### src/rtl/sdct_pkg.sv
package sdct_pkg;

  typedef enum logic [3:0] {
    C_DESEL  = 4'd0,
    C_NOP    = 4'd1,
    C_ACT    = 4'd2,
    C_READ   = 4'd3,
    C_READA  = 4'd4,
    C_WRITE  = 4'd5,
    C_WRITEA = 4'd6,
    C_PRE    = 4'd7,
    C_PREA   = 4'd8,
    C_REFA   = 4'd9,
    C_MRS    = 4'd10,
    C_TBST   = 4'd11
  } cmd_e;

  typedef enum logic [2:0] {
    B_IDLE    = 3'd0,
    B_ACTIVE  = 3'd1,
    B_READING = 3'd2,
    B_WRITING = 3'd3,
    B_PRECHG  = 3'd4
  } bank_e;

  typedef enum logic [1:0] {
    D_NORMAL  = 2'd0,
    D_PWRDN   = 2'd1,
    D_SELFREF = 2'd2,
    D_SUSPEND = 2'd3
  } dev_e;

endpackage

### src/rtl/sdct_decode.sv
module sdct_decode
  import sdct_pkg::*;
(
  input  logic cs_n,
  input  logic ras_n,
  input  logic cas_n,
  input  logic we_n,
  input  logic a10,
  output cmd_e cmd
);

  always_comb begin
    if (cs_n) begin
      cmd = C_DESEL;
    end else begin
      case ({ras_n, cas_n, we_n})
        3'b011:  cmd = C_ACT;
        3'b101:  cmd = a10 ? C_READA : C_READ;
        3'b100:  cmd = a10 ? C_WRITEA : C_WRITE;
        3'b010:  cmd = a10 ? C_PREA : C_PRE;
        3'b001:  cmd = C_REFA;
        3'b000:  cmd = C_MRS;
        3'b110:  cmd = C_TBST;
        default: cmd = C_NOP;
      endcase
    end
  end

endmodule

### src/rtl/sdct_bank.sv
module sdct_bank
  import sdct_pkg::*;
#(
  parameter int T_RP      = 3,
  parameter int T_RC      = 7,
  parameter int BURST_LEN = 4,
  parameter int CNT_W     = 3
) (
  input  logic  clk,
  input  logic  rst_n,
  input  logic  apply,
  input  logic  tick,
  input  logic  hit,
  input  cmd_e  cmd,
  input  logic  refresh_load,
  output bank_e state_o,
  output logic  bad_o,
  output logic  idle_o
);

  localparam logic [CNT_W-1:0] RP_LD = CNT_W'(T_RP - 1);
  localparam logic [CNT_W-1:0] RC_LD = CNT_W'(T_RC - 1);
  localparam logic [CNT_W-1:0] BL_LD = CNT_W'(BURST_LEN - 1);

  bank_e            st, st_n;
  logic [CNT_W-1:0] cnt, cnt_n;
  logic             ap, ap_n;
  logic             is_rd, is_wr, is_open, is_burst, is_closed;

  assign is_rd     = (cmd == C_READ) || (cmd == C_READA);
  assign is_wr     = (cmd == C_WRITE) || (cmd == C_WRITEA);
  assign is_burst  = (st == B_READING) || (st == B_WRITING);
  assign is_open   = is_burst || (st == B_ACTIVE);
  assign is_closed = (st == B_IDLE) || (st == B_PRECHG);

  assign bad_o = hit && (((cmd == C_ACT) && (st != B_IDLE)) ||
                         ((is_rd || is_wr || (cmd == C_TBST)) && is_closed));
  assign idle_o  = (st == B_IDLE);
  assign state_o = st;

  always_comb begin
    st_n  = st;
    cnt_n = cnt;
    ap_n  = ap;
    if (tick && (is_burst || st == B_PRECHG)) begin
      if (cnt == '0) begin
        if (st == B_PRECHG) begin
          st_n = B_IDLE;
        end else if (ap) begin
          st_n  = B_PRECHG;
          cnt_n = RP_LD;
          ap_n  = 1'b0;
        end else begin
          st_n = B_ACTIVE;
        end
      end else begin
        cnt_n = cnt - 1'b1;
      end
    end
    if (refresh_load) begin
      st_n  = B_PRECHG;
      cnt_n = RC_LD;
      ap_n  = 1'b0;
    end else if (apply && !bad_o) begin
      case (cmd)
        C_ACT: if (hit) st_n = B_ACTIVE;
        C_READ, C_READA: if (hit) begin
          st_n  = B_READING;
          cnt_n = BL_LD;
          ap_n  = (cmd == C_READA);
        end
        C_WRITE, C_WRITEA: if (hit) begin
          st_n  = B_WRITING;
          cnt_n = BL_LD;
          ap_n  = (cmd == C_WRITEA);
        end
        C_PRE, C_PREA: if ((hit || cmd == C_PREA) && is_open) begin
          st_n  = B_PRECHG;
          cnt_n = RP_LD;
          ap_n  = 1'b0;
        end
        C_TBST: if (hit && is_burst) begin
          st_n = B_ACTIVE;
          ap_n = 1'b0;
        end
        default: ;
      endcase
    end
  end

  always_ff @(posedge clk or negedge rst_n) begin
    if (!rst_n) begin
      st  <= B_IDLE;
      cnt <= '0;
      ap  <= 1'b0;
    end else begin
      st  <= st_n;
      cnt <= cnt_n;
      ap  <= ap_n;
    end
  end

  // a legal activate opens the bank
  p_act_opens_r3: assert property (@(posedge clk) disable iff (!rst_n)
    (apply && hit && cmd == C_ACT && st == B_IDLE && !refresh_load) |=> (st == B_ACTIVE));

  // column command to a closed bank leaves it closed or closing
  p_col_closed_r4: assert property (@(posedge clk) disable iff (!rst_n)
    (apply && hit && (is_rd || is_wr) && st == B_IDLE && !refresh_load) |=> (st == B_IDLE));

  // last closing cycle ends in idle
  p_close_ends_r6: assert property (@(posedge clk) disable iff (!rst_n)
    (tick && st == B_PRECHG && cnt == '0 && !refresh_load) |=> (st == B_IDLE));

  // burst stop on a bursting bank returns it to active
  p_tbst_r8: assert property (@(posedge clk) disable iff (!rst_n)
    (apply && hit && cmd == C_TBST && is_burst && !refresh_load) |=> (st == B_ACTIVE));

endmodule

### src/rtl/sdct_dev.sv
module sdct_dev
  import sdct_pkg::*;
(
  input  logic clk,
  input  logic rst_n,
  input  logic cke,
  input  cmd_e cmd,
  input  logic all_idle,
  output dev_e dev_o,
  output logic apply_o,
  output logic tick_o,
  output logic sr_exit_o,
  output logic cke_bad_o
);

  dev_e dev, dev_n;
  logic quiet;

  assign quiet = (cmd == C_NOP) || (cmd == C_DESEL);

  always_comb begin
    dev_n     = dev;
    apply_o   = 1'b0;
    tick_o    = 1'b0;
    sr_exit_o = 1'b0;
    cke_bad_o = 1'b0;
    case (dev)
      D_NORMAL: begin
        tick_o = 1'b1;
        if (!cke && all_idle) begin
          if (cmd == C_REFA)  dev_n = D_SELFREF;
          else if (quiet)     dev_n = D_PWRDN;
          else                cke_bad_o = 1'b1;
        end else begin
          apply_o = 1'b1;
          if (!cke) dev_n = D_SUSPEND;
        end
      end
      D_SELFREF: begin
        if (cke) begin
          if (quiet) begin
            dev_n     = D_NORMAL;
            sr_exit_o = 1'b1;
          end else begin
            cke_bad_o = 1'b1;
          end
        end
      end
      D_PWRDN, D_SUSPEND: begin
        if (cke) dev_n = D_NORMAL;
      end
      default: dev_n = D_NORMAL;
    endcase
  end

  always_ff @(posedge clk or negedge rst_n) begin
    if (!rst_n) dev <= D_NORMAL;
    else        dev <= dev_n;
  end

  assign dev_o = dev;

  // power-down is only ever held with all banks idle
  p_pd_idle_r10: assert property (@(posedge clk) disable iff (!rst_n)
    (dev == D_PWRDN) |-> all_idle);

  // self-refresh holds while cke stays low
  p_sr_hold_r11: assert property (@(posedge clk) disable iff (!rst_n)
    (dev == D_SELFREF && !cke) |=> (dev == D_SELFREF));

  // suspend ends on the edge that sees cke high
  p_susp_exit_r12: assert property (@(posedge clk) disable iff (!rst_n)
    (dev == D_SUSPEND && cke) |=> (dev == D_NORMAL));

endmodule

### src/rtl/sdram_cmd_tracker.sv
module sdram_cmd_tracker
  import sdct_pkg::*;
#(
  parameter int NUM_BANKS = 4,
  parameter int T_RP      = 3,
  parameter int T_RC      = 7,
  parameter int BURST_LEN = 4,
  localparam int BA_W     = $clog2(NUM_BANKS),
  localparam int BS_W     = 3 * NUM_BANKS
) (
  input  logic            clk,
  input  logic            rst_n,
  input  logic            cs_n,
  input  logic            ras_n,
  input  logic            cas_n,
  input  logic            we_n,
  input  logic            cke,
  input  logic [BA_W-1:0] ba,
  input  logic            a10,
  output logic [3:0]      cmd_o,
  output logic [BS_W-1:0] bank_state_o,
  output logic            illegal_o,
  output logic [1:0]      dev_state_o
);

  localparam int MAX_A = (T_RP > T_RC) ? T_RP : T_RC;
  localparam int MAX_T = (MAX_A > BURST_LEN) ? MAX_A : BURST_LEN;
  localparam int CNT_W = $clog2(MAX_T + 1);

  cmd_e                 cmd_d, cmd_q;
  dev_e                 dev;
  logic                 apply, tick, sr_exit, cke_bad;
  logic                 all_idle, refresh_load, illegal_d, illegal_q;
  logic [NUM_BANKS-1:0] bank_bad, bank_idle;
  bank_e                bst [NUM_BANKS];

  sdct_decode u_dec (
    .cs_n (cs_n), .ras_n(ras_n), .cas_n(cas_n), .we_n(we_n),
    .a10  (a10),  .cmd  (cmd_d)
  );

  sdct_dev u_dev (
    .clk      (clk),     .rst_n    (rst_n),  .cke     (cke),
    .cmd      (cmd_d),   .all_idle (all_idle),
    .dev_o    (dev),     .apply_o  (apply),  .tick_o  (tick),
    .sr_exit_o(sr_exit), .cke_bad_o(cke_bad)
  );

  assign all_idle     = &bank_idle;
  assign refresh_load = (apply && cmd_d == C_REFA && all_idle) || sr_exit;

  for (genvar b = 0; b < NUM_BANKS; b++) begin : g_bank
    sdct_bank #(
      .T_RP(T_RP), .T_RC(T_RC), .BURST_LEN(BURST_LEN), .CNT_W(CNT_W)
    ) u_bank (
      .clk         (clk),
      .rst_n       (rst_n),
      .apply       (apply),
      .tick        (tick),
      .hit         (ba == BA_W'(b)),
      .cmd         (cmd_d),
      .refresh_load(refresh_load),
      .state_o     (bst[b]),
      .bad_o       (bank_bad[b]),
      .idle_o      (bank_idle[b])
    );
    assign bank_state_o[3*b +: 3] = bst[b];
  end

  assign illegal_d = cke_bad ||
                     (apply && ((|bank_bad) ||
                      ((cmd_d == C_REFA || cmd_d == C_MRS) && !all_idle)));

  always_ff @(posedge clk or negedge rst_n) begin
    if (!rst_n) begin
      cmd_q     <= C_DESEL;
      illegal_q <= 1'b0;
    end else begin
      cmd_q     <= cmd_d;
      illegal_q <= illegal_d;
    end
  end

  assign cmd_o       = cmd_q;
  assign illegal_o   = illegal_q;
  assign dev_state_o = dev;

  // deselect whenever chip select is high
  p_cs_desel_r1: assert property (@(posedge clk) disable iff (!rst_n)
    cs_n |=> (cmd_o == 4'd0));

  // refresh with an open bank is flagged
  p_refa_busy_r7: assert property (@(posedge clk) disable iff (!rst_n)
    (dev == D_NORMAL && cke && !cs_n && {ras_n, cas_n, we_n} == 3'b001 && !all_idle)
      |=> illegal_o);

  // self-refresh exit starts every bank closing
  p_sr_exit_r11: assert property (@(posedge clk) disable iff (!rst_n)
    sr_exit |=> (bank_state_o[2:0] == 3'd4));

  // nothing moves while the clock is suspended
  p_susp_freeze_r12: assert property (@(posedge clk) disable iff (!rst_n)
    (dev == D_SUSPEND) |=> $stable(bank_state_o));

endmodule

### config.mk
export PLATFORM = sky130hd
export DESIGN_NAME = sdram_cmd_tracker
export DESIGN_NICKNAME = d
export VERILOG_FILES = /design/src/rtl/sdct_pkg.sv /design/src/rtl/sdct_decode.sv /design/src/rtl/sdct_bank.sv /design/src/rtl/sdct_dev.sv /design/src/rtl/sdram_cmd_tracker.sv
export SDC_FILE = /design/constraint.sdc
export NUM_CORES = 1
export LEC_CHECK = 0
export BUFFER_PORTS_ARGS = -buffer_cell sky130_fd_sc_hd__buf_4
export CORE_MARGIN = 2
export CORE_UTILIZATION = 40
export DETAILED_ROUTE_END_ITERATION = 10
export GPL_TIMING_DRIVEN = 1
export MAX_ROUTING_LAYER = met4
export PLACE_DENSITY = 0.64
export SKIP_CTS_REPAIR_TIMING = 1
export SYNTH_ARGS = -nofsm -noshare
export SYNTH_HDL_FRONTEND = slang
export SYNTH_SLANG_ARGS = --single-unit
### constraint.sdc
create_clock -name clk -period 2.9 [get_ports clk]
set_clock_uncertainty 0.2 [all_clocks]
set_input_delay 0.58 -clock clk [delete_from_list [all_inputs] [get_ports clk]]
set_output_delay 0.58 -clock clk [all_outputs]
set_load 0.02 [all_outputs]
Word-level counts from Yosys, hierarchy flattened
Index checks and enable logic that the tools add are counted.
{ "classes": {"addsub": 4, "eq_ne": 44, "muxes": 148, "n_reduce_logical": 96} }
{ "op_table": {"columns": ["cell", "n"], "rows": [
  ["$mux 3", 77],
  ["$pmux 3 s5", 4],
  ["$mux 1", 46],
  ["$logic_and 1x1->1", 33],
  ["$logic_or 1x1->1", 33],
  ["$eq 3x2->1 const B", 10],
  ["$pmux 4 s7", 1],
  ["$logic_not 3->1", 9],
  ["$pmux 3 s2", 4],
  ["$eq 3x3->1 const B", 7],
  ["$eq 4x3->1 const B", 4],
  ["$eq 4x4->1 const B", 4],
  ["$mux 2", 8],
  ["$pmux 1 s4", 4],
  ["$eq 3x1->1 const B", 5],
  ["$reduce_bool 3->1", 4],
  ["$sub 3x1->3 const B", 4],
  ["$eq 2x2->1 const B", 4],
  ["$eq 4x2->1 const B", 2],
  ["$mux 4", 2],
  ["$reduce_or 2->1", 4],
  ["$reduce_or 4->1", 2],
  ["$logic_not 1->1", 6],
  ["$pmux 2 s3", 1],
  ["other kinds (11)", 14]
]} }
{ "word_totals": {"reg_bits": 35, "inputBits": 10, "out_inout_bits": 19, "wordCells": 307} }

Longest topological paths before layout
Gate-level depths: netlist of run 1.
{ "logic_depth": {"ltp_word": 14, "mapped_depth": 8, "ltp_nobuf": 7} }

Cells and area by module
Synthesis of run 1 repeated with hierarchy kept, for this count alone.
{ "hier_totals": {"cells_unflattened": 477, "area_unflattened_um2": 3756.1} }
{ "modules_own_cells": {"columns": ["module", "n_inst", "cells_per_inst", "area_per_inst_um2", "seq_area_each_um2"], "rows": [
  ["sdct_bank", 4, 105, 814.5, 175.2],
  ["sdram_cmd_tracker", 1, 19, 211.5, 125.1],
  ["sdct_dev", 1, 18, 155.1, 50.0],
  ["sdct_decode", 1, 20, 131.4, 0.0]
]} }

Worst setup path after synthesis of run 1
OpenSTA, ideal clock, no wires.
{ "synth_path": {"kind": "reg2reg", "from": "register g_bank[0].u_bank.st[1]", "to": "register g_bank[2].u_bank.ap", "setup_ns": 0.131, "arrival_ns": 2.250, "required_time_ns": 2.569, "setup_slack_ns": 0.319, "stages_incl_launch_ff": 7, "n_path_buf": 2, "period_less_slack_ns": 2.581, "cell_sequence": "dfrtp_1 > or3_4 > or4_1 > buf_2 > o41ai_4 > buf_6 > o31ai_1"} }
{ "synth_between": {"elab_chain_cells": 9, "elab_cells_between_ends": 11, "cone_classes": "mux: 4; reduce/logical: 7"} }
{ "synth_lines": {"columns": ["element", "line_no", "rtl"], "rows": [
  ["start: declaration", "sdct_bank.sv:25", "bank_e st, st_n;"],
  ["start signal: assignment", "sdct_bank.sv:97", "st <= st_n;"],
  ["$logic_not 3->1 *", "sdct_bank.sv:38", "assign idle_o = (st == B_IDLE);"],
  ["$reduce_and 4->1 *", "sdram_cmd_tracker.sv:49", "assign all_idle = &bank_idle;"],
  ["$logic_and 1x1->1", "sdct_dev.sv:30", "if (!cke && all_idle) begin"],
  ["$mux 1", "sdct_dev.sv:30", null],
  ["$mux 1", "sdct_dev.sv:27", "case (dev)"],
  ["$logic_and 1x1->1 (2 in series)", "sdram_cmd_tracker.sv:50", "assign refresh_load = (apply && cmd_d == C_REFA && all_idle) || sr_exit;"],
  ["$logic_or 1x1->1", "sdram_cmd_tracker.sv:50", null],
  ["$mux 1 *", "sdct_bank.sv:60", "if (refresh_load) begin"],
  ["via g_bank[2].u_bank.ap_n", "sdct_bank.sv:27", "logic ap, ap_n;"],
  ["end signal: assignment", "sdct_bank.sv:99", "ap <= ap_n;"],
  ["end: declaration", "sdct_bank.sv:27", null]
]} }
Mark *: on every way through the listed nets, which the timed path passes. The rest lies on a longest branch.
A chain may end at the register's enable or synchronous reset.

Worst setup path in the final report of run 1
{ "layout_path": {"from": "register g_bank[0].u_bank.st[0]", "to": "register g_bank[1].u_bank.st[0]"} }
{ "layout_between": {"elab_chain_cells": 9, "elab_cells_between_ends": 11, "cone_classes": "mux: 4; reduce/logical: 7"} }
{ "layout_lines": {"columns": ["element", "line_no"], "rows": [
  ["$logic_not 3->1 *", "sdct_bank.sv:38"],
  ["$reduce_and 4->1 *", "sdram_cmd_tracker.sv:49"],
  ["$logic_and 1x1->1", "sdct_dev.sv:30"],
  ["$mux 1", "sdct_dev.sv:30"],
  ["$mux 1", "sdct_dev.sv:27"],
  ["$logic_and 1x1->1 (2 in series)", "sdram_cmd_tracker.sv:50"],
  ["$logic_or 1x1->1", "sdram_cmd_tracker.sv:50"],
  ["$mux 3 *", "sdct_bank.sv:60"],
  ["via g_bank[1].u_bank.st_n[0]", "sdct_bank.sv:25"],
  ["end signal: assignment", "sdct_bank.sv:97"],
  ["end: declaration", "sdct_bank.sv:25"]
]} }
Marked as above.

==> results by stage, run 1 <==
Global route:
- The maximum number of pins on one net before global-route repair is 36.
- The number of global-route vias before repair is 2988.
- The wire length of the first global-routing pass is 15400 um.
- Global routing used about a quarter of the available tracks.
- The overall overflow remaining after global route is 0.
- The number of antenna violations at the first check in global routing is 0.

Routing:
- The initial detailed-routing violation count is 312.
- The number of vias per cell is ~6.1.
- After detailed routing, the met2 layer carries 4160 um of wire.
- The final route contains about 3200 vias.
- In the final routed layout, each cell accounts on average for 17.6 um.
- After detailed routing, the met3 layer carries 594 um of wire.
- The number of routed nets with antenna violations is 0.
- In the routed design, unresolved DRC markers number 0.
- The sum of routed wire length over all layers is 9160 um.
- Before antenna repair, the detailed router went through 5 iterations.
- The met1 wire length is 4150 um.
- The highest layer touched by signal routing is met4.

STA:
- The highest attainable clock frequency is 371 MHz.
- The relative slew slack is 59.8%.
- The number of hold-slack violations in the final timing report came to 0.
- The final worst-path cycle share is between 90 and 100%.
- The worst slack on hold paths is around 0.037 ns.
- Setup repair after global routing left no endpoint under its margin.
- Setup violations remaining at the end of the flow were counted as 0.
- After routing, the total negative slack on setup checks comes to 0 ns.
- The transition at the pin with the smallest max-transition slack is ~0.60 ns.
- The minimum clock period is 2.69 ns.
- The number of max-slew violations in the final report is 0.

Min path:
- The worst hold-check path type is in -> async.

Cells and area:
- For this run, the post-layout net count is 438.
- The layout overhead on the synthesized area is 17.6%.
- The post-route netlist has about 17% of its cells at a drive strength greater than 1.
- Leaving out filler cells and counting taps, the final layout contains 520.
- Counting the fill cells in the layout gives roughly 750.
- The count of inserted antenna diode cells is 0.

Synth:
- Among all flip-flop cells after synthesis, the most frequent one is dfrtp_1.
- Ranked by total cell area, the synthesized netlist is headed by dfrtp_1 (29%), o21ai_0 (5.8%), nor2_1 (4.8%).
- The post-synthesis cell area is 3000 um^2.
- The sequential-to-total area share from yosys stat is about 30%.
- Counting flops and latches in the post-synthesis netlist gives 35.
- The most numerous cell in the Yosys netlist is nor2_1.
- Of the post-synthesis cell area, the dominant cell type holds 29.2%.
- Counting instances in the post-synthesis netlist gives the leading cell types as nor2_1 (38), dfrtp_1 (35), o21ai_0 (35), nor3_1 (25).
- Counting distinct cell types in the post-synthesis netlist gives 58.
- The number of flops mapped to enable cells by yosys is 0.
- A synthesized cell averages 7.84 um^2.
- For this run, the number of Yosys warnings is 0.
- Counting every instance in the synthesized netlist gives 383.
- Synthesis produced a netlist with a net count of between 400 and 500.
- The fraction of registers with async set/reset is 100%.
- The biggest area contributor in the post-synthesis netlist is dfrtp_1.

Power and ir drop:
- Of the total power, registers draw 33.3%.
- IR analysis of the VDD net gives a maximum drop of approximately 0.2 mV.
- Summed over all nets, the switching power comes to between 700 and 800 uW.
- The switching share of power is between 30% and 40%.
- Summed over all cells, the static leakage comes to 0.00143 uW.
- The fraction of power consumed by combinational cells is 47.1%.
- The internal power component is 1230 uW.
- The clock share of power is 19.6%.
- After layout, the design draws a total of 2020 uW.
- For this design the ratio of total power to cell area is 573 nW/um^2.

Clock network:
- The depth of the CTS H-tree is 2.
- The clock latency of the later-clocked register in the worst-skew pair is 0.29 ns.
- The number of clock buffers added by TritonCTS is 5.
- Counting every sink on the clock net gives 35.
- The root buffer cell is clkbuf_8.
- The longest clock path from root to sink contains 2 buffers.
- The clock slew at the register clock pins of the worst setup and hold paths is 0.07 ns.
- The TritonCTS clock tree is built.

Critical path:
- At the worst endpoint, the required time is 2.87 ns.
- The critical path capture point type is a register.
- The critical path data arrival time is 2.67 ns.
- Along the worst path, the maximum fanout reaches 11.
- The critical setup path kind is reg -> reg.
- The startpoint type of the worst setup path is a register.

Die:
- The starting density of the core is between 40% and 50%.
- In this run the horizontal extent of the chip is 90.6 um.
- In this run the count of I/O pins placed on the die edge is 29.
- The die footprint is 8210 um^2.
- The number of core rows is 31.
- From bottom edge to top edge, the die measures ~91 um.
- The area of the core is 7250 um^2.

Placed design:
- At the end of routability-driven placement, the weighted congestion stood at 0.961.
- After detailed placement, the design holds a cell count of between 500 and 600.
- Buffers placed on the I/O ports in this run total 28.
- Detailed placement ended at an HPWL of approximately 6500 um.

Status:
- The flow ran to the end, and the final reports show no timing, DRC or antenna violations.

Job:
- The total of max-cap violations is 0.
## cells in the final DEF (no fill, tap or decap), types with 13 or more instances in the layout
cell type / n
a211oi_1: 13
a21oi_1: 22
buf_4: 54
dfrtp_1: 35
inv_1: 19
nand2_1: 22
nand2b_1: 13
nor2_1: 38
nor3_1: 25
o21ai_0: 35
## cells by family (layout without fill, tap and decap cells)
logic type / after synthesis / after routing / synth area share (%)
flip-flops: 35 / 35 / 29.2
buffers and inverters: 43 / 81 / 5.71
adder cells (fa/ha/maj): 8 / 8 / 3.33
XOR/XNOR: 1 / 1 / 0.292
AND/OR/NAND/NOR: 144 / 144 / 24.8
AO/OA/AOI/OAI: 143 / 143 / 33.7
multiplexers: 9 / 9 / 3.04
## per-layer routing
layer / GRT usage, % / vias up
met3: 3.01 / 27
met1: 32.5 / 1484
met4: 7.05 / 0
met2: 35.6 / 125
met5: - / -
li1: - / 1522
## final timing paths
check | end | depth (start not counted) | from | slack, ns
max in group asynchronous | cmd_o[1] | 1 | rst_n | 2.13
setup / recovery | g_bank[1].u_bank.state_o[0] | 4 | g_bank[0].u_bank.state_o[0] | 0.21
hold / removal | g_bank[2].u_bank.cnt[0] | 1 | rst_n | 0.04
setup reg to reg | g_bank[1].u_bank.state_o[0] | 4 | g_bank[0].u_bank.state_o[0] | 0.21
hold reg to reg | g_bank[1].u_bank.cnt[1] | 3 | g_bank[1].u_bank.cnt[1] | 0.38
min in group clk | u_dev.dev_o[0] | 2 | cke | 0.31
## flip-flops by register name, summed over array words and instances (netlist names)
register               cells
illegal_o                  1
g_bank.u_bank.ap           4
g_bank.u_bank.state_o     12
g_bank.u_bank.cnt         12
u_dev.dev_o                2
cmd_o                      4
## power groups by stage
stage	clock network, uW	registers (uW)	logic (uW)
global placement	0	678	926
floorplan	0	738	581
detailed placement	0	680	944
CTS	407	672	950
finish	396	674	953
global route	428	688	1070
## final cells by class
type | count | area (um^2) | area share (%)
clock buffer | 8 | 100 | 2.83
inverter | 19 | 71.3 | 2.02
multi-input combinational | 305 | 1950 | 55.4
sequential | 35 | 876 | 24.8
tap | 99 | 124 | 3.51
timing repair buffer | 54 | 405 | 11.5
## per-stage QoR
stage | instance area (um^2) | utilization [%] | worst slack [ns]
global route | 3530 | 48.7 | 0.108
floorplan | 3000 | - | 0.319
global placement | 3430 | 47.3 | 0.232
detailed placement | 3430 | 47.3 | 0.215
CTS | 3530 | 48.7 | 0.203
finish | 3530 | 48.7 | 0.205
## worst max-delay path, stage by stage (launching register included)
cell and delay [ns]:
dfrtp_1 0.44, or3_4 0.42, or4_1 0.68, o41a_1 0.64, o311a_1 0.19
(Power assumes the default switching activity.)
==> run 2, diff against run 1 <==
--- a/config.mk
+++ b/config.mk
@@ -7,4 +7,5 @@
 export LEC_CHECK = 0
 export BUFFER_PORTS_ARGS = -buffer_cell sky130_fd_sc_hd__buf_4
+export CORE_ASPECT_RATIO = 1.75
 export CORE_MARGIN = 2
 export CORE_UTILIZATION = 40
==> constraint.sdc (replaced) <==
create_clock -name clk -period 2.9 [get_ports clk]
set_clock_uncertainty 0.2 [all_clocks]
set_input_delay 0.58 -clock clk [delete_from_list [all_inputs] [get_ports clk]]
set_output_delay 0.58 -clock clk [all_outputs]
set_load 0.05 [all_outputs]
==> results by stage, run 2 (synthesis results as in run 1) <==
Clock network:
- The TritonCTS clock tree is built (unchanged).
- The clock slew at the register clock pins of the worst setup and hold paths is 0.06 ns (was 0.07 ns).
- The root buffer cell is clkbuf_16 (was clkbuf_8).
- The buffer levels on the longest clock path is 2 (unchanged).
- The CTS sink count was 35 (unchanged).
- The number of clock buffers inserted by TritonCTS is 5 (unchanged).
- The depth of the CTS H-tree is 2 (unchanged).
- The clock latency of the later-clocked register in the worst-skew pair is 0.29 ns (about the same).

Routing:
- The number of routed nets with antenna violations is 0 (unchanged).
- The sum of routed wire length over all layers came to 9980 um (was 9160 um).
- The number of vias per cell is 6.40 (was 6.07).
- The number of iterations in the first detailed-routing pass is 5 (unchanged).
- The post-detailed-route DRC marker count was 0 (unchanged).
- The average wire length per cell after detail routing came to 19.6 um (was 17.6 um).
- The total via count after detailed routing is 3260 (was 3158).
- The initial detailed-routing violation count is 229 (was 312).

Die:
- The height of the die is 119 um (was 90.6 um).
- The die footprint is 8240 um^2 (was 8210 um^2).
- The number of core rows is 41 (was 31).
- The boundary pin count is 29 (unchanged).
- The starting density of the core is 41.5% (was 41.4%).
- The area of the core is 7230 um^2 (was 7250 um^2).
- The die width is 69.5 um (was 90.6 um).

Global route:
- The overall global routing resource usage is 25.1% (was 23.4%).
- The number of antenna violations at the first check in global routing is 0 (unchanged).
- The maximum number of pins on one net before global-route repair is 36 (unchanged).
- The number of global-route vias before repair is 3252 (was 2988).
- The wire length of the first global-routing pass is 16000 um (was 15400 um).
- The overall overflow remaining after global route is 0 (unchanged).

Power and ir drop:
- The leakage component of the power came to 0.00148 uW (was 0.00143 uW).
- The worst voltage drop across the vdd grid is 0.417 mV (was 0.203 mV).
- The power density relative to cell area is 676 nW/um^2 (was 573 nW/um^2).

STA:
- The relative slew slack came to 60.4% (was 59.8%).
- The final worst-path cycle share was 93.9% (was 92.9%).
- The smallest setup slack after layout was 0.177 ns (was 0.205 ns).
- The setup violation total in the final timing report is 0 (unchanged).
- The minimum clock period was 2.72 ns (was 2.69 ns).
- The highest attainable clock frequency is 367 MHz (was 371 MHz).
- The setup TNS is 0 ns (unchanged).
- The number of hold-slack violations in the final timing report was 0 (unchanged).
- The transition at the pin with the smallest max-transition slack is 0.579 ns (was 0.600 ns).
- RSZ-0062 raised after global routing: false (unchanged).
- The number of max-slew violations in the final report came to 0 (unchanged).

Job:
- The total of max-cap violations came to 0 (unchanged).

Critical path:
- The critical path data arrival time came to 2.65 ns (was 2.67 ns).
- The launch point of the critical path is g_bank[3].u_bank.state_o[0] (was g_bank[0].u_bank.state_o[0]).
- The startpoint of the worst register-to-register path is g_bank[3].u_bank.state_o[0] (was g_bank[0].u_bank.state_o[0]).
- The critical path required time is 2.83 ns (was 2.87 ns).
- The critical path capture point type is a register (unchanged).
- The startpoint type of the worst setup path is a register (unchanged).
- The critical setup path kind is reg -> reg (unchanged).
- The maximum net fanout on the critical path is 6 (was 11).

Cells and area:
- Leading cell types in the layout, fill and taps excluded: buf_4 (56), nor2_1 (38), o21ai_0 (35), dfrtp_1 (35), nor3_1 (25) (was buf_4 (54), nor2_1 (38), o21ai_0 (35), dfrtp_1 (35), nor3_1 (25)).
- The layout overhead on the synthesized area came to 20.7% (was 17.6%).
- The ratio of cells with drive above 1 in the final layout is 17.7% (was 17.1%).
- The count of inserted antenna diode cells is 0 (unchanged).
- The count of filler cells inserted in the layout is 726 (was 747).
- The most common library cell in the layout ignoring fill and taps is buf_4 (unchanged).
- The total number of nets in the final design is 440 (was 438).

Placed design:
- The worst setup slack after placement came to 0.0753 ns (was 0.215 ns).
- The final estimated routing congestion in global placement is 1.01 (was 0.961).
- The detailed placer's ending HPWL is 7500 um (was 6470 um).
- The number of input and output port buffers inserted was 28 (unchanged).

Status:
- Run status: finished clean (unchanged).

Min path:
- The worst hold-check path type is in -> async (unchanged).
-- run 2: changes by cell type in the layout (fill, tap and decap cells not counted) --
cell,delta
clkbuf_8,-7
clkbuf_16,+5
buf_4,+2
bufinv_16,+2
clkbuf_1,-1
clkinvlp_4,+1
-- run 2: worst paths after layout --
kind | to | slack (ns) | cells past startpoint
setup / recovery | g_bank[3].u_bank.state_o[1] | 0.18 | 6
hold / removal | g_bank[0].u_bank.state_o[2] | 0.05 | 1
setup reg to reg | g_bank[3].u_bank.state_o[1] | 0.18 | 6
hold reg to reg | g_bank[1].u_bank.cnt[1] | 0.38 | 3
max in group asynchronous | g_bank[2].u_bank.state_o[1] | 2.12 | 1
min in group clk | u_dev.dev_o[0] | 0.31 | 2
-- run 2: layer usage --
metal	wire (um)	up-vias	track usage, %
met4	460	0	14.6
li1	-	1527	-
met1	3750	1563	26.3
met2	5200	130	43.6
met3	575	40	4.18
met5	0	-	-
-- run 2: critical path: stages, from the launching register on --
cell	delay, ns
dfrtp_1	0.42
or3_1	0.41
buf_4	0.17
o41a_1	0.50
nand2_1	0.28
a2111oi_0	0.12
a2111oi_0	0.47
-- run 2: metrics by stage --
step / instance area (um^2) / utilization (%) / total power (uW) / hold slack, ns / cells
2_1_floorplan: 3000 / - / 1410 / 0.0844 / 383
3_3_place_gp: 3430 / 47.4 / 1730 / 0.356 / 501
3_5_place_dp: 3430 / 47.4 / 1750 / 0.371 / 501
4_1_cts: 3620 / 50.1 / 2460 / 0.0692 / 509
5_1_grt: 3620 / 50.1 / 2600 / 0.0910 / 509
6_report: 3620 / 50.1 / 2450 / 0.0460 / 509
-- run 2: area by class of cell --
type / instances / area [um^2] / share of cell area [%]
Timing Repair Buffer: 56 / 420 / 11.6
Inverter: 19 / 71.3 / 1.97
Clock buffer: 5 / 125 / 3.45
Clock inverter: 3 / 67.6 / 1.87
Sequential cell: 35 / 876 / 24.2
Multi-Input combinational cell: 305 / 1950 / 54.0
Tap cell: 86 / 108 / 2.97
-- run 2: where the power goes --
| part | switching [uW] | leakage, uW | total [uW] | internal [uW] |
|---|---|---|---|---|
| Combinational | 646 | 0.000961 | 1070 | 421 |
| Clock | 219 | 0.0000900 | 711 | 492 |
| Sequential | 69.3 | 0.000428 | 672 | 603 |
